[src/rtl/isa_bridge_pkg.sv]
package isa_bridge_pkg;

  typedef enum logic [1:0] {
    SZ_BYTE = 2'd0,
    SZ_HALF = 2'd1,
    SZ_WORD = 2'd2,
    SZ_BAD  = 2'd3
  } xfer_size_e;

  typedef enum logic [1:0] {
    LN_LO8 = 2'd0,
    LN_HI8 = 2'd1,
    LN_W16 = 2'd2
  } lane_e;

  typedef struct packed {
    logic  err;
    logic  split;
    logic  bhe;
    lane_e lane;
  } isa_plan_t;

  // first port of each 4-byte-stride group (eight ports per group)
  localparam int SIO_GROUPS = 3;
  localparam logic [SIO_GROUPS-1:0][9:0] SIO_PORT_BASE = {10'h3F8, 10'h378, 10'h2F8};

endpackage

[src/rtl/isa_addr_decode.sv]
module isa_addr_decode
  import isa_bridge_pkg::*;
#(
  parameter int OFS_W  = 12,
  parameter int ADDR_W = OFS_W - 1
) (
  input  logic [OFS_W-1:0]  offset,
  input  logic [1:0]        size,
  input  logic              wr,
  output isa_plan_t         plan,
  output logic [ADDR_W-1:0] addr
);
  localparam int GW = OFS_W - 5;

  logic [SIO_GROUPS-1:0] grp_hit;
  logic                  sio;
  logic [ADDR_W-1:0]     base2;
  logic [ADDR_W-1:0]     sio_addr;

  for (genvar gi = 0; gi < SIO_GROUPS; gi++) begin : g_grp
    assign grp_hit[gi] = (offset[OFS_W-1:5] == GW'(SIO_PORT_BASE[gi] >> 3));
  end

  assign sio      = |grp_hit;
  assign base2    = ADDR_W'({offset[OFS_W-1:2], 1'b0});
  assign sio_addr = ADDR_W'(offset[OFS_W-1:2]);

  always_comb begin
    plan = '{err: 1'b0, split: 1'b0, bhe: 1'b0, lane: LN_LO8};
    addr = base2;
    if (sio) begin
      addr      = sio_addr;
      plan.lane = (xfer_size_e'(size) == SZ_BYTE) ? LN_LO8 : LN_W16;
      plan.err  = (offset[1:0] != 2'b00) ||
                  (xfer_size_e'(size) == SZ_WORD) || (xfer_size_e'(size) == SZ_BAD);
    end else begin
      case (xfer_size_e'(size))
        SZ_BYTE: begin
          addr      = base2 | ADDR_W'(offset[0]);
          plan.bhe  = offset[0];
          plan.lane = offset[0] ? LN_HI8 : LN_LO8;
        end
        SZ_HALF: begin
          plan.bhe  = 1'b1;
          plan.lane = LN_W16;
          plan.err  = offset[0];
        end
        SZ_WORD: begin
          if (offset[2]) begin
            addr      = base2 | ADDR_W'(1);
            plan.lane = LN_LO8;
          end else begin
            plan.bhe   = 1'b1;
            plan.lane  = LN_W16;
            plan.split = 1'b1;
            plan.err   = wr;
          end
          plan.err = plan.err | offset[0];
        end
        default: plan.err = 1'b1;
      endcase
      plan.err = plan.err | offset[1];
    end
  end
endmodule

[src/rtl/isa_cycle_seq.sv]
module isa_cycle_seq
  import isa_bridge_pkg::*;
#(
  parameter int ADDR_W   = 11,
  parameter int STB_CLKS = 2
) (
  input  logic              clk,
  input  logic              rst_n,
  input  logic              req_valid,
  input  logic              req_write,
  input  logic [15:0]       req_wdata,
  input  isa_plan_t         plan,
  input  logic [ADDR_W-1:0] plan_addr,
  input  logic [15:0]       isa_din,
  output logic              req_ready,
  output logic              rsp_err,
  output logic              isa_ior,
  output logic              isa_iow,
  output logic              isa_bhe,
  output logic [ADDR_W-1:0] isa_addr,
  output lane_e             lane_q,
  output logic              split_q,
  output logic              wr_q,
  output logic [15:0]       wd_q,
  output logic [15:0]       half0_q,
  output logic [15:0]       half1_q
);
  localparam int CW = (STB_CLKS > 1) ? $clog2(STB_CLKS) : 1;
  localparam logic [CW-1:0] LAST = CW'(STB_CLKS - 1);

  typedef enum logic [1:0] {ST_IDLE, ST_STRB, ST_GAP, ST_RESP} seq_st_e;

  seq_st_e           st;
  logic [CW-1:0]     cnt;
  logic              second_q, err_q, bhe_q;
  logic [ADDR_W-1:0] addr_q;

  always_ff @(posedge clk or negedge rst_n) begin
    if (!rst_n) begin
      st <= ST_IDLE; cnt <= '0; second_q <= 1'b0; err_q <= 1'b0; bhe_q <= 1'b0;
      addr_q <= '0; lane_q <= LN_LO8; split_q <= 1'b0; wr_q <= 1'b0; wd_q <= '0;
      half0_q <= '0; half1_q <= '0;
    end else begin
      case (st)
        ST_IDLE: if (req_valid) begin
          addr_q   <= plan_addr;
          bhe_q    <= plan.bhe;
          lane_q   <= plan.lane;
          split_q  <= plan.split;
          err_q    <= plan.err;
          wr_q     <= req_write;
          wd_q     <= req_wdata;
          second_q <= 1'b0;
          cnt      <= '0;
          st       <= plan.err ? ST_RESP : ST_STRB;
        end
        ST_STRB: begin
          if (cnt == LAST) begin
            cnt <= '0;
            if (second_q) half1_q <= isa_din;
            else          half0_q <= isa_din;
            if (split_q && !second_q) begin
              st       <= ST_GAP;
              second_q <= 1'b1;
              addr_q   <= addr_q + ADDR_W'(2);
            end else begin
              st <= ST_RESP;
            end
          end else begin
            cnt <= cnt + 1'b1;
          end
        end
        ST_GAP:  st <= ST_STRB;
        default: st <= ST_IDLE;
      endcase
    end
  end

  assign req_ready = (st == ST_RESP);
  assign rsp_err   = req_ready & err_q;
  assign isa_ior   = (st == ST_STRB) & ~wr_q;
  assign isa_iow   = (st == ST_STRB) & wr_q;
  assign isa_bhe   = (st == ST_STRB) & bhe_q;
  assign isa_addr  = addr_q;


  strobe_excl_chk: assert property (@(posedge clk) disable iff (!rst_n)
    !(isa_ior && isa_iow));

  strobe_hold_chk: assert property (@(posedge clk) disable iff (!rst_n)
    (($rose(isa_ior) || $rose(isa_iow)) && (STB_CLKS > 1)) |=> (isa_ior || isa_iow));

  ready_pulse_chk: assert property (@(posedge clk) disable iff (!rst_n)
    req_ready |=> !req_ready);

  err_fast_chk: assert property (@(posedge clk) disable iff (!rst_n)
    (st == ST_IDLE && req_valid && plan.err) |=> (req_ready && rsp_err && !isa_ior && !isa_iow));

  gap_chk: assert property (@(posedge clk) disable iff (!rst_n)
    (st == ST_GAP) |=> (isa_ior && !req_ready));
endmodule

[src/rtl/isa_lane_steer.sv]
module isa_lane_steer
  import isa_bridge_pkg::*;
(
  input  lane_e       lane,
  input  logic        split,
  input  logic        wr,
  input  logic        err,
  input  logic [15:0] half0,
  input  logic [15:0] half1,
  input  logic [15:0] wd,
  output logic [31:0] rdata,
  output logic [15:0] dout
);
  always_comb begin
    rdata = '0;
    if (!err && !wr) begin
      case (lane)
        LN_LO8:  rdata = {24'h0, half0[7:0]};
        LN_HI8:  rdata = {24'h0, half0[15:8]};
        default: rdata = split ? {half1, half0} : {16'h0, half0};
      endcase
    end
  end

  always_comb begin
    case (lane)
      LN_LO8:  dout = {8'h00, wd[7:0]};
      LN_HI8:  dout = {wd[7:0], 8'h00};
      default: dout = wd;
    endcase
  end
endmodule

[src/rtl/isa_io_bridge.sv]
module isa_io_bridge
  import isa_bridge_pkg::*;
#(
  parameter int OFS_W    = 12,
  parameter int STB_CLKS = 2,
  localparam int ADDR_W  = OFS_W - 1
) (
  input  logic              clk,
  input  logic              rst_n,
  input  logic              req_valid,
  output logic              req_ready,
  input  logic [OFS_W-1:0]  req_offset,
  input  logic [1:0]        req_size,
  input  logic              req_write,
  input  logic [15:0]       req_wdata,
  output logic              rsp_err,
  output logic [31:0]       rsp_rdata,
  output logic [ADDR_W-1:0] isa_addr,
  output logic              isa_bhe,
  output logic              isa_ior,
  output logic              isa_iow,
  output logic [15:0]       isa_dout,
  input  logic [15:0]       isa_din
);
  isa_plan_t         plan;
  logic [ADDR_W-1:0] plan_addr;
  lane_e             lane_q;
  logic              split_q, wr_q;
  logic [15:0]       wd_q, half0_q, half1_q, dout_s;
  logic [31:0]       rdata_s;

  isa_addr_decode #(.OFS_W(OFS_W), .ADDR_W(ADDR_W)) u_dec (
    .offset(req_offset), .size(req_size), .wr(req_write),
    .plan(plan), .addr(plan_addr)
  );

  isa_cycle_seq #(.ADDR_W(ADDR_W), .STB_CLKS(STB_CLKS)) u_seq (
    .clk(clk), .rst_n(rst_n), .req_valid(req_valid), .req_write(req_write),
    .req_wdata(req_wdata), .plan(plan), .plan_addr(plan_addr), .isa_din(isa_din),
    .req_ready(req_ready), .rsp_err(rsp_err), .isa_ior(isa_ior), .isa_iow(isa_iow),
    .isa_bhe(isa_bhe), .isa_addr(isa_addr), .lane_q(lane_q), .split_q(split_q),
    .wr_q(wr_q), .wd_q(wd_q), .half0_q(half0_q), .half1_q(half1_q)
  );

  isa_lane_steer u_steer (
    .lane(lane_q), .split(split_q), .wr(wr_q), .err(rsp_err),
    .half0(half0_q), .half1(half1_q), .wd(wd_q), .rdata(rdata_s), .dout(dout_s)
  );

  assign isa_dout  = isa_iow ? dout_s : 16'h0;
  assign rsp_rdata = req_ready ? rdata_s : 32'h0;


  dout_quiet_chk: assert property (@(posedge clk) disable iff (!rst_n)
    !isa_iow |-> (isa_dout == 16'h0));
endmodule

[config.mk]
export PLATFORM = sky130hd
export DESIGN_NAME = isa_io_bridge
export DESIGN_NICKNAME = d
export VERILOG_FILES = /design/src/rtl/isa_bridge_pkg.sv /design/src/rtl/isa_addr_decode.sv /design/src/rtl/isa_cycle_seq.sv /design/src/rtl/isa_lane_steer.sv /design/src/rtl/isa_io_bridge.sv
export SDC_FILE = /design/constraint.sdc
export NUM_CORES = 1
export LEC_CHECK = 0
export BUFFER_PORTS_ARGS = -buffer_cell sky130_fd_sc_hd__buf_4
export CAP_MARGIN = 10
export CORE_ASPECT_RATIO = 0.75
export CORE_MARGIN = 2
export CORE_UTILIZATION = 40
export DETAILED_ROUTE_END_ITERATION = 10
export PLACE_DENSITY_LB_ADDON = 0.05
export SLEW_MARGIN = 20
export SYNTH_ARGS = -nofsm -noshare
export SYNTH_HDL_FRONTEND = slang
export SYNTH_SLANG_ARGS = --single-unit
export TNS_END_PERCENT = 50
[constraint.sdc]
create_clock -name clk -period 2.8 [get_ports clk]
set_clock_uncertainty 0.05 [all_clocks]
set_input_delay 0.84 -clock clk [delete_from_list [all_inputs] [get_ports clk]]
set_output_delay 0.84 -clock clk [all_outputs]
set_load 0.005 [all_outputs]
After elaboration in Yosys (flattened, before gate mapping)
Index checks and enable logic that the tools add are counted.
{ "totals": {"regBits": 69, "inputBits": 50, "output_inout_bits": 64, "elab_cells": 92} }
{ "op_classes": {"add_sub_neg": 2, "n_eq_ne": 13, "n_mux": 37, "n_bitwise": 9, "reduce_logical": 19} }
{ "op_table": {"columns": ["operator", "n"], "rows": [
  ["$mux W32", 3],
  ["$pmux W32 S2", 1],
  ["$mux W11", 4],
  ["$pmux W11 S2", 2],
  ["$pmux W16 S2", 1],
  ["$eq A7 B7 Y1 const B", 3],
  ["$mux W16", 1],
  ["$mux W2", 8],
  ["$add A11 B2 Y11 const B", 1],
  ["$or A11 B1 Y11", 1],
  ["$mux W1", 9],
  ["$mux W3", 3],
  ["$pmux W3 S3", 1],
  ["$eq A2 B2 Y1 const B", 4],
  ["$eq A2 B1 Y1 const B", 3],
  ["$logic_not A2 Y1", 3],
  ["$pmux W2 S3", 1],
  ["$reduce_and A2 Y1", 3],
  ["$reduce_and A3 Y1", 2],
  ["$and A1 B1 Y1", 4],
  ["$ne A2 B1 Y1 const B", 2],
  ["$pmux W1 S2", 2],
  ["$reduce_and A4 Y1", 1],
  ["$reduce_bool A2 Y1", 2],
  ["other kinds (9)", 15]
]} }

Longest topological paths before layout
Gate-level depths: netlist (run 1).
{ "logic_depth": {"word_depth": 11, "mapped_depth": 7, "depth_no_buf": 5} }

Cells and area by module
Synthesis (run 1) repeated with hierarchy kept, for this count alone.
{ "unflattened": {"hier_cells": 378, "area_unflattened_um2": 4097.7} }
{ "modules_own_cells": {"columns": ["mod", "n_inst", "cells_each", "area_per_inst_um2", "seq_area_each_um2"], "rows": [
  ["isa_cycle_seq", 1, 217, 2994.1, 1726.7],
  ["isa_lane_steer", 1, 76, 496.7, 0.0],
  ["isa_io_bridge", 1, 52, 362.8, 0.0],
  ["isa_addr_decode", 1, 33, 244.0, 0.0]
]} }

Least setup slack after synthesis (run 1)
OpenSTA, ideal clock, no wires.
{ "synth_timing": {"path_type": "reg-to-output", "from": "register u_seq.st[0]", "to": "output rsp_rdata[19]", "arrival_ns": 1.276, "required_ns": 1.910, "path_slack_ns": 0.634, "path_stages_with_launch": 7, "n_path_buf": 2, "cell_sequence": "dfrtp_1 buf_6 and2_1 nand2_2 nor2_2 clkbuf_1 and3_1"} }
{ "synth_via": {"elab_chain_len": 6} }
{ "synth_lines": {"columns": ["element", "line_no", "text"], "rows": [
  ["start, declared", "isa_cycle_seq.sv:33", "seq_st_e st;"],
  ["start signal, assigned", "isa_cycle_seq.sv:55", "st <= plan.err ? ST_RESP : ST_STRB;"],
  ["$eq A2 B2 Y1 *", "isa_cycle_seq.sv:79", "assign req_ready = (st == ST_RESP);"],
  ["via req_ready", "isa_io_bridge.sv:11", "output logic req_ready,"],
  ["$and A1 B1 Y1", "isa_cycle_seq.sv:80", "assign rsp_err = req_ready & err_q;"],
  ["$logic_not A1 Y1", "isa_lane_steer.sv:16", "if (!err && !wr) begin"],
  ["$logic_and A1 B1 Y1", "isa_lane_steer.sv:16", null],
  ["$mux W32", "isa_lane_steer.sv:16", null],
  ["$mux W32 *", "isa_io_bridge.sv:51", "assign rsp_rdata = req_ready ? rdata_s : 32'h0;"],
  ["end, declared", "isa_io_bridge.sv:17", "output logic [31:0] rsp_rdata,"]
]} }
The timed path passes the listed nets; every way through them passes the cells marked *.

Worst setup path after layout (run 1)
{ "layout_timing": {"from": "register u_seq.st[0]", "to": "output rsp_rdata[17]"} }
{ "layout_via": {"elab_chain_len": 6} }
{ "layout_lines": {"columns": ["element", "line_no"], "rows": [
  ["$eq A2 B2 Y1 *", "isa_cycle_seq.sv:79"],
  ["$and A1 B1 Y1", "isa_cycle_seq.sv:80"],
  ["$logic_not A1 Y1", "isa_lane_steer.sv:16"],
  ["$logic_and A1 B1 Y1", "isa_lane_steer.sv:16"],
  ["$mux W32", "isa_lane_steer.sv:16"],
  ["$mux W32 *", "isa_io_bridge.sv:51"]
]} }
Mark *: on every way between the ends. The rest lies on a longest branch, timed or not.

==> reports/qor.csv, run 1 <==
stage;metric;value;unit
run_status;outcome;finished clean;
global_route;grt_pass1_vias;2955;
global_route;grt_overflow_total;0;
global_route;grt_usage;20.3;%
timing;fin_ws;140;ps
floorplanning;start_util;40.8;%
placed_design;place_ws;287;ps
power_and_ir_drop;p_leak;0.00239;uW
worst_setup_path;critPathCaptureType;output port;
synth;yosysSeqAreaShare;47.4;%
placed_design;gp_congestion;0.790;
global_route;grt_pass1_wl;15400;um
clock_network;clk_latency;330;ps
synth;synthTopCellsByArea;dfrtp_1, nand2_1, mux2_2, mux2_4, and2_1;
hold_path;hold_class;primary input to async pin;
clock_network;cts_buffers;9;
global_route;grt_max_degree;44;
clock_network;tritoncts;yes;
timing;finalMaxSlewViolations;0;
final_layout;drive_gt1_share;37.5;%
floorplanning;die_area;0.00989;mm^2
floorplanning;num_rows;30;
clock_network;htree_levels;3;
timing;setup_viol;0;
floorplanning;io_pins;114;
clock_network;path_clk_slew;60;ps
timing;finalCritPeriodShare;95.0;%
power_and_ir_drop;power.density;991;mW/mm^2
routing;wire_per_inst;16.3;um
synth;ys_seq_elements;69;
routing;drc_errors;0;
final_layout;final_nets;531;
timing;rsz0062_at_grt;no;
synth;yosysUniqueCellTypes;48;
worst_setup_path;r2r_start;u_seq.st[0]$_DFFE_PN0P_;
final_layout;stdcell_count;597;
timing;min_period;2660;ps
worst_setup_path;crit_required;1910;ps
power_and_ir_drop;ir_drop;401;uV
routing;first_pass_iters;4;
timing;relSlewSlack;59.3;%
routing;vias;3081;
synth;syn_nets;419;
synth;synth_top_cell_by_area;dfrtp_1;
timing;max_freq;376;MHz
timing;worst_pin_slew;610;ps
synth;synth_cells;368;
synth;synth-edff-count;0;
synth;yosys_warnings;0;
worst_setup_path;reg2reg_to;u_seq.half0_q[1]$_DFFE_PN0P_;
clock_network;cts.sinks;69;
final_layout;areaGrowthSynthToFinish;33.1;%
floorplanning;design.core.area;0.00893;mm^2
worst_setup_path;crit_path_start_kind;flop;
worst_setup_path;r2r_slack;700;ps
worst_setup_path;path_max_fanout;24;
placed_design;place_hpwl;6790;um
routing;via_per_inst;5.16;
worst_setup_path;rr_worst_depth;6;
clock_network;clockBufferDepth;2;
synth;ys_async_sr_fraction;100;%
placed_design;numPortBuffers;113;
routing;dr.first_iter.drc_count;160;
synth;ys.flop_type;dfrtp_1;
clock_network;root_buffer;clkbuf_16;
routing;drtAntennaViolNets;0;
synth;synth_top_area_share;47.4;%
timing;finalSetupTns;0;ps
synth;syn_area;0.00364;mm^2
placed_design;dp.cells;578;
synth;syn_area_per_cell;9.89;um^2
routing;routed_wl;9700;um
final_layout;diodes;0;
timing;hold_viol;0;
worst_setup_path;worstSetupPathType;flop to output port;
run;drv_cap;0;
floorplanning;fp.dieH;86.6;um
global_route;antenna_found_initial;0;
floorplanning;die_x;114;um
worst_setup_path;worst_ep_arrival_time;1770;ps
worst max-delay path, stage by stage, from the launching register on:
cell and delay [ps]:
dfrtp_2 430, and2_1 170, nand2_2 150, nor2_2 140, buf_6 200, and3_1 220, buf_4 120
worst max path at each step:
stage	endpoint	start	slack [ps]	depth (start not counted)
after floorplan	rsp_rdata[19]	u_seq.st[0]$_DFFE_PN0P_	630	6
after global placement	rsp_rdata[17]	u_seq.st[1]$_DFFE_PN0P_	340	6
after detailed placement	isa_dout[5]	u_seq.st[0]$_DFFE_PN0P_	290	5
after CTS	rsp_rdata[17]	u_seq.st[0]$_DFFE_PN0P_	40	6
after global routing	rsp_rdata[17]	u_seq.st[0]$_DFFE_PN0P_	2	6
final	rsp_rdata[17]	u_seq.st[0]$_DFFE_PN0P_	140	6
Yosys cell counts (3+ instances only):
cell / count
dfrtp_1: 69
nor2_1: 20
o31ai_1: 4
a21oi_1: 21
and3_1: 18
mux2_4: 10
buf_2: 4
clkbuf_1: 7
mux2i_1: 3
and2_1: 19
nand3_1: 7
a31oi_1: 5
a22oi_1: 10
o21ai_0: 15
inv_1: 5
mux2_2: 22
nand2_1: 80
buf_6: 9
area by class of cell:
cell class | count | area [um^2]
Fill cell | 853 | 4090
Multi-Input combinational cell | 274 | 1750
Sequential cell | 69 | 1730
Timing Repair Buffer | 121 | 935
Clock buffer | 15 | 268
Tap cell | 112 | 140
Inverter | 5 | 18.8
Clock inverter | 1 | 5.00
state kept, by name, indices dropped and copies added, names as in the netlist:
name	cells
u_seq.wd_q	16
u_seq.err_q	1
u_seq.lane_q	2
u_seq.half0_q	16
u_seq.second_q	1
u_seq.half1_q	16
u_seq.bhe_q	1
u_seq.wr_q	1
u_seq.isa_addr	11
u_seq.cnt	1
u_seq.split_q	1
u_seq.st	2
metrics by stage:
| stage | instance area [um^2] | hold slack (ps) | total power (uW) | utilization, % |
|---|---|---|---|---|
| 3_5_place_dp | 4530 | 414 | 3730 | 50.7 |
| 5_1_grt | 4850 | 399 | 5180 | 54.3 |
| 2_1_floorplan | 3640 | 391 | 3140 | - |
| 4_1_cts | 4810 | 387 | 4800 | 53.8 |
| 3_3_place_gp | 4530 | 408 | 3680 | 50.7 |
| 6_report | 4850 | 385 | 4810 | 54.3 |
metal layers:
layer  GRT usage, %  share of wire (%)
met5              0                  0
met4           5.32               0.87
met3           6.92                5.9
met2           29.5                 44
met1           29.0                 49
kinds of logic (layout without fill, tap and decap cells):
group,count (synthesis),count (layout),synth area share (%)
and+or+nand+nor,166,166,23.0
AOI/OAI and AO/OA,71,71,12.7
DFF,69,69,47.4
muxes,35,35,11.8
buffers and inverters,25,142,4.57
adders and majority gates,1,1,0.344
xor gates and xnor gates,1,1,0.241
power by group:
group / total, uW / leakage, uW / switching [uW] / internal [uW]
logic: 1830 / 0.00144 / 878 / 954
clock network: 1050 / 0.000134 / 403 / 647
registers: 1920 / 0.000820 / 420 / 1500
layout by cell type (no fill, tap or decap), types with 2 or more instances in the layout:
cell type / instances
nand2_2: 2
nor3b_2: 2
dfrtp_1: 66
mux2_4: 10
nor2b_1: 2
buf_4: 117
nand3_1: 7
a31oi_1: 5
nand4_1: 2
mux2_2: 22
clkbuf_1: 4
clkbuf_8: 2
and2_1: 19
o22ai_1: 2
nor2_1: 19
dfrtp_2: 3
o311ai_1: 2
and3_1: 18
buf_12: 2
mux2i_1: 3
nor2_2: 2
nand2b_1: 2
a21oi_1: 21
a21o_1: 2
nand2_1: 80
nand3b_1: 2
a22oi_1: 10
o21ai_0: 15
o31ai_1: 4
clkbuf_16: 9
o221ai_1: 2
inv_1: 5
what timing repair did:
action / 4_1_cts / 5_1_grt
hold buffers: 0 / 0
setup buffers: 0 / 3
cloned: 0 / 0
endpoints found under the setup margin: 17 / 24
hold endpoints to repair: 0 / 0
resized for setup: 3 / 2
No activity file was read; power rests on OpenSTA's default activity.
==> inputs of run 2 (changes only) <==
clock period = 2.7 ns   (was 2.8 ns; I/O delays follow)
==> run 2 against run 1 <==
Sequential cell count unchanged. Utilization up 1.3 points. Routed wire length down 2.1%. Clock power up 33%. Largest cell class unchanged. Power up 10%. Sequential power up 3%.
==> reports/qor.csv, run 2 (synthesis gave the netlist of run 1 again) <==
stage;metric;value;unit;change
routing;drc_errors;0;;unchanged
worst_setup_path;cp_top_family;simple AND/OR/NAND/NOR gates;;
floorplanning;start_util;40.8;%;unchanged
final_layout;multiInputGateArea;0.00176;mm^2;+0.29%
clock_network;cts.sinks;69;;unchanged
final_layout;areaGrowthSynthToFinish;36.2;%;
power_and_ir_drop;power;5310;uW;+10%
power_and_ir_drop;power.density;1070;mW/mm^2;+7.9%
worst_setup_path;r2r_slack;680;ps;-20 ps
routing;wire_per_inst;15.8;um;-2.6%
global_route;met3_usage;5.38;%;-1.5 points
timing;rsz0062_at_grt;no;;
routing;routed_wl;9500;um;-2.1%
routing;via_per_inst;5.17;;+0.21%
floorplanning;num_rows;30;;unchanged
timing;setup_viol;0;;unchanged
global_route;grt_max_degree;37;;-16%
global_route;use_met2;29.3;%;-0.22 points
worst_setup_path;crit_required;1840;ps;-70 ps
global_route;antenna_found_initial;0;;unchanged
final_layout;diodes;0;;unchanged
global_route;grt_usage;19.3;%;-1.0 points
timing;finalSetupTns;0;ps;unchanged
clock_network;tritoncts;yes;;
worst_setup_path;crit_chain;and2_1, nand2_4, nor2_2, buf_12, and3_1, buf_4;;
timing;worst_pin_slew;590;ps;-20.8 ps
timing;min_period;2610;ps;
clock_network;path_clk_slew;60;ps;about the same
global_route;grt_use_met1;26.8;%;-2.1 points
run;drv_cap;0;;unchanged
final_layout;layout_common_cells;buf_4, nand2_1, dfrtp_1;;
floorplanning;fp.dieH;86.6;um;unchanged
worst_setup_path;crit_path_start_kind;flop;;
run_status;outcome;finished clean;;
floorplanning;die_x;114;um;unchanged
placed_design;place_hpwl;6660;um;-1.9%
floorplanning;die_area;0.00989;mm^2;unchanged
timing;finalMaxSlewViolations;0;;unchanged
placed_design;gp_congestion;0.802;;+1.5%
final_layout;final_nets;534;;+0.56%
timing;hold_viol;0;;unchanged
global_route;grt_pass1_wl;14800;um;-4.3%
final_layout;regArea;0.00173;mm^2;about the same
final_layout;final_common_cell;buf_4;;
timing;fin_hold_ws;397;ps;+11.5 ps
clock_network;clk_latency;330;ps;about the same
worst_setup_path;worst_ep_arrival_time;1750;ps;-20 ps
final_layout;reg.largest.list;u_seq.half0_q: 16 flops, u_seq.half1_q: 16 flops, u_seq.wd_q: 16 flops;;
worst_setup_path;rr_worst_depth;5;;-1
routing;vias;3103;;+0.71%
placed_design;numPortBuffers;113;;unchanged
clock_network;clockBufferDepth;2;;unchanged
global_route;grt_overflow_total;0;;unchanged
power_and_ir_drop;ir_drop;378;uV;-5.7%
final_layout;n_fill_cell;831;;-2.6%
power_and_ir_drop;p_leak;0.00246;uW;+2.8%
global_route;busiest_layer;met2;;
floorplanning;io_pins;114;;unchanged
routing;drtAntennaViolNets;0;;unchanged
timing;max_freq;383;MHz;
worst_setup_path;worstSetupPathType;flop to output port;;
worst_setup_path;critPathCaptureType;output port;;
hold_path;hold_class;primary input to async pin;;
worst_setup_path;path_max_fanout;24;;unchanged
worst_setup_path;slowest_delay;440;ps;about the same
floorplanning;design.core.area;0.00893;mm^2;unchanged
worst_setup_path;timing.critical_path.buf_inv;2;;unchanged
clock_network;cts_buffers;9;;unchanged
timing;finalCritPeriodShare;96.8;%;
worst_setup_path;cp.depth;6;;unchanged
routing;dr.first_iter.drc_count;150;;-6.3%
global_route;grt_pass1_vias;2918;;-1.3%
worst_setup_path;reg2reg_to;u_seq.half0_q[12]$_DFFE_PN0P_;;
clock_network;htree_levels;3;;unchanged
worst_setup_path;r2r_start;u_seq.st[1]$_DFFE_PN0P_;;
final_layout;drive_gt1_share;38.3;%;+0.79 points
routing;first_pass_iters;4;;unchanged
clock_network;root_buffer;clkbuf_16;;
worst_setup_path;slowest_stage;dfrtp_2;;
timing;relSlewSlack;60.7;%;+1.4 points
run 2: final cells by class:
class / count / share of cell area [%]
Clock buffer: 13 / 5.45
Clock inverter: 3 / 1.82
Inverter: 5 / 0.378
Multi-Input combinational cell: 274 / 35.4
Sequential cell: 69 / 34.9
Tap cell: 112 / 2.83
Timing Repair Buffer: 124 / 19.3
run 2: through the flow:
step / setup WS (ps) / instances / instance area, um^2 / util (%)
floorplan: 564 / 368 / 3640 / -
global placement: 326 / 579 / 4550 / 51.0
detailed placement: 285 / 579 / 4550 / 51.0
CTS: 5.43 / 595 / 4910 / 55.0
global route: 15.1 / 600 / 4960 / 55.5
finish: 87.4 / 600 / 4960 / 55.5
run 2: how the worst max path moves through the flow:
stage,slack (ps),startpoint,endpoint
after detailed placement,290,u_seq.st[0]$_DFFE_PN0P_,rsp_rdata[16]
after global routing,20,u_seq.st[1]$_DFFE_PN0P_,rsp_rdata[18]
after global placement,330,u_seq.st[1]$_DFFE_PN0P_,rsp_rdata[18]
after CTS,5,u_seq.st[0]$_DFFE_PN0P_,rsp_rdata[16]
after floorplan,560,u_seq.st[0]$_DFFE_PN0P_,rsp_rdata[19]
final,90,u_seq.st[1]$_DFFE_PN0P_,rsp_rdata[18]
run 2: layer usage:
layer | up-vias | share of wire (%)
met1 | 1491 | 48
met4 | 0 | 1.4
met2 | 86 | 45
met5 | - | 0
li1 | 1513 | -
met3 | 13 | 5.9
run 2: what timing repair did:
item                       4_1_cts  5_1_grt
hold buffers                     0        0
gates resized for setup          2        2
setup buffers                    0        5
setup endpoints to repair       32       24
run 2: power breakdown:
| part | switching, uW | total, uW | leakage, uW | internal, uW |
|---|---|---|---|---|
| sequential | 418 | 1970 | 0.000821 | 1560 |
| clock | 422 | 1400 | 0.000176 | 978 |
| combinational | 930 | 1930 | 0.00147 | 1000 |
==> inputs of run 3 (changes only) <==
CORE_ASPECT_RATIO = 1.2   (was 0.75)
CTS_BUF_LIST = sky130_fd_sc_hd__clkbuf_4 sky130_fd_sc_hd__clkbuf_8   (was not set)
clock period = 2.64 ns   (was 2.7 ns; I/O delays follow)
==> run 3 against run 2 <==
Cell area fell by 3.0%. Largest cell class unchanged. Cell count up 1.5%. Sequential power rose by 3%. Largest power group unchanged. First-iteration DRC count fell by 23%. Die area about the same. Sequential cell count did not move.
==> reports/qor.csv, run 3 (synthesis gave the netlist of run 1 again) <==
stage;metric;value;unit;change
run_status;outcome;finished clean;;
floorplanning;num_rows;38;;+27%
power_and_ir_drop;power.density;1010;mW/mm^2;-5.3%
worst_setup_path;r2r_start;u_seq.st[1]$_DFFE_PN0P_;;
worst_setup_path;rr_worst_depth;5;;unchanged
global_route;grt_pass1_wl;15600;um;+5.2%
clock_network;root_buffer;clkbuf_8;;
timing;max_freq;397;MHz;
timing;worst_pin_slew;674;ps;+84.4 ps
global_route;grt_max_degree;38;;+2.7%
final_layout;diodes;0;;unchanged
global_route;grt_pass1_vias;3096;;+6.1%
final_layout;final_nets;535;;+0.19%
power_and_ir_drop;p_leak;0.00239;uW;-2.8%
global_route;use_met2;32.2;%;+2.9 points
routing;wire_per_inst;15.4;um;-2.7%
placed_design;numPortBuffers;113;;unchanged
timing;hold_viol;0;;unchanged
timing;finalCritPeriodShare;95.3;%;
power_and_ir_drop;p_int;3090;uW;-13%
worst_setup_path;worst_ep_arrival_time;1670;ps;-80 ps
timing;finalMaxSlewViolations;0;;unchanged
global_route;busiest_layer;met2;;
routing;vias;3126;;+0.74%
placed_design;place_hpwl;6730;um;+1.0%
timing;relSlewSlack;54.9;%;-5.8 points
power_and_ir_drop;seq_power_share;41.5;%;+4.3 points
timing;setup_viol;0;;unchanged
floorplanning;fp.dieH;109;um;+25%
routing;drtAntennaViolNets;0;;unchanged
power_and_ir_drop;ir_drop;486;uV;+29%
power_and_ir_drop;power_switching;1790;uW;+1.1%
final_layout;areaGrowthSynthToFinish;32.2;%;
floorplanning;die_x;91.1;um;-20%
final_layout;drive_gt1_share;38.4;%;+0.13 points
run;drv_cap;0;;unchanged
final_layout;postLayoutCellArea;0.00481;mm^2;-3.0%
worst_setup_path;path_max_fanout;12;;-50%
floorplanning;design.core.area;0.00894;mm^2;about the same
worst_setup_path;worstSetupPathType;flop to output port;;
routing;via_per_inst;5.13;;-0.75%
power_and_ir_drop;power;4880;uW;-8.1%
clock_network;clk_latency;360;ps;+30 ps
timing;min_period;2520;ps;
routing;routed_wl;9380;um;-1.2%
routing;dr.first_iter.drc_count;115;;-23%
power_and_ir_drop;p_comb_share;40.4;%;+4.0 points
hold_path;hold_class;primary input to async pin;;
floorplanning;die_area;0.00989;mm^2;about the same
final_layout;finalCoreUtilization;53.8;%;-1.7 points
routing;drc_errors;0;;unchanged
global_route;met3_usage;5.64;%;+0.26 points
floorplanning;start_util;40.7;%;about the same
placed_design;placed_area;0.00457;mm^2;+0.44%
clock_network;htree_levels;3;;unchanged
routing;first_pass_iters;4;;unchanged
worst_setup_path;crit_required;1800;ps;-40 ps
power_and_ir_drop;switching_share;36.7;%;+3.3 points
worst_setup_path;crit_path_start_kind;flop;;
final_layout;reg.largest.list;u_seq.half0_q: 16 flops, u_seq.half1_q: 16 flops, u_seq.wd_q: 16 flops;;
worst_setup_path;reg2reg_to;u_seq.half0_q[9]$_DFFE_PN0P_;;
final_layout;final_common_cell;buf_4;;
global_route;antenna_found_initial;0;;unchanged
floorplanning;io_pins;114;;unchanged
clock_network;cts.sinks;69;;unchanged
final_layout;n_fill_cell;889;;+7.0%
worst_setup_path;critPathCaptureType;output port;;
worst_setup_path;r2r_slack;650;ps;-30 ps
final_layout;regArea;0.00173;mm^2;about the same
global_route;grt_overflow_total;0;;unchanged
final_layout;layout_common_cells;buf_4, nand2_1, dfrtp_1;;
clock_network;clockBufferDepth;2;;unchanged
final_layout;multiInputGateArea;0.00176;mm^2;+0.29%
global_route;grt_usage;20.3;%;+1.0 points
clock_network;cts_buffers;9;;unchanged
clock_network;path_clk_slew;70;ps;about the same
global_route;grt_use_met1;26.5;%;-0.29 points
clock_network;tritoncts;yes;;
placed_design;gp_congestion;0.831;;+3.6%
power_and_ir_drop;clkPwrFrac;18.1;%;-8.3 points
[run 3: through the flow]
step           setup slack [ps]  TNS (ps)  hold slack [ps]  std cells
2_1_floorplan               522         0              391        368
3_3_place_gp                363         0              409        590
3_5_place_dp                315         0              416        590
4_1_cts                    19.9         0              333        606
5_1_grt                   -28.0     -53.7              333        609
6_report                    123         0              312        609
[run 3: worst max-delay path by stage]
stage / start / endpoint / slack (ps) / depth (start not counted)
after global routing: u_seq.lane_q[1]$_DFFE_PN0P_ / rsp_rdata[2] / -30 / 5
after CTS: u_seq.st[1]$_DFFE_PN0P_ / rsp_rdata[26] / 20 / 6
final: u_seq.st[1]$_DFFE_PN0P_ / rsp_rdata[24] / 120 / 6
after floorplan: u_seq.st[0]$_DFFE_PN0P_ / rsp_rdata[19] / 520 / 6
after detailed placement: u_seq.st[1]$_DFFE_PN0P_ / rsp_rdata[26] / 320 / 6
after global placement: u_seq.st[1]$_DFFE_PN0P_ / rsp_rdata[25] / 360 / 6
[run 3: power by group through the flow]
stage	Clock [uW]	Sequential, uW	Combinational, uW
final	882	2030	1970
after global routing	958	2110	2230
after CTS	904	2030	1960
after detailed placement	0	2050	1950
after global placement	0	2040	1930
after floorplan	0	1880	1440
[run 3: area by class of cell]
cell class | count | area share, %
multi-input cells | 274 | 36.6
flip-flops and latches | 69 | 35.9
repair buffers | 125 | 19.8
clock buffers | 12 | 3.17
well taps | 120 | 3.12
clock inverters | 4 | 0.988
inverters | 5 | 0.390
[run 3: critical path, cell delays in order, from the launching register on]
cell and delay [ps]:
dfrtp_2 440, and2_1 210, nand2_4 100, nor2_4 120
buf_4 180, and3_1 160, buf_4 110
[run 3: what timing repair did]
item / 4_1_cts / 5_1_grt
cloned: 0 / 1
resized for setup: 1 / 6
pin swaps: 0 / 0
endpoints found under the setup margin: 24 / 32
hold buffers: 0 / 0
hold endpoints to repair: 0 / 0
buffers inserted: 0 / 2
[run 3: routing by layer]
metal,wire (um),vias up
met3,567,12
met4,136,0
met2,4530,104
met1,4150,1495
met5,0,-
li1,-,1515
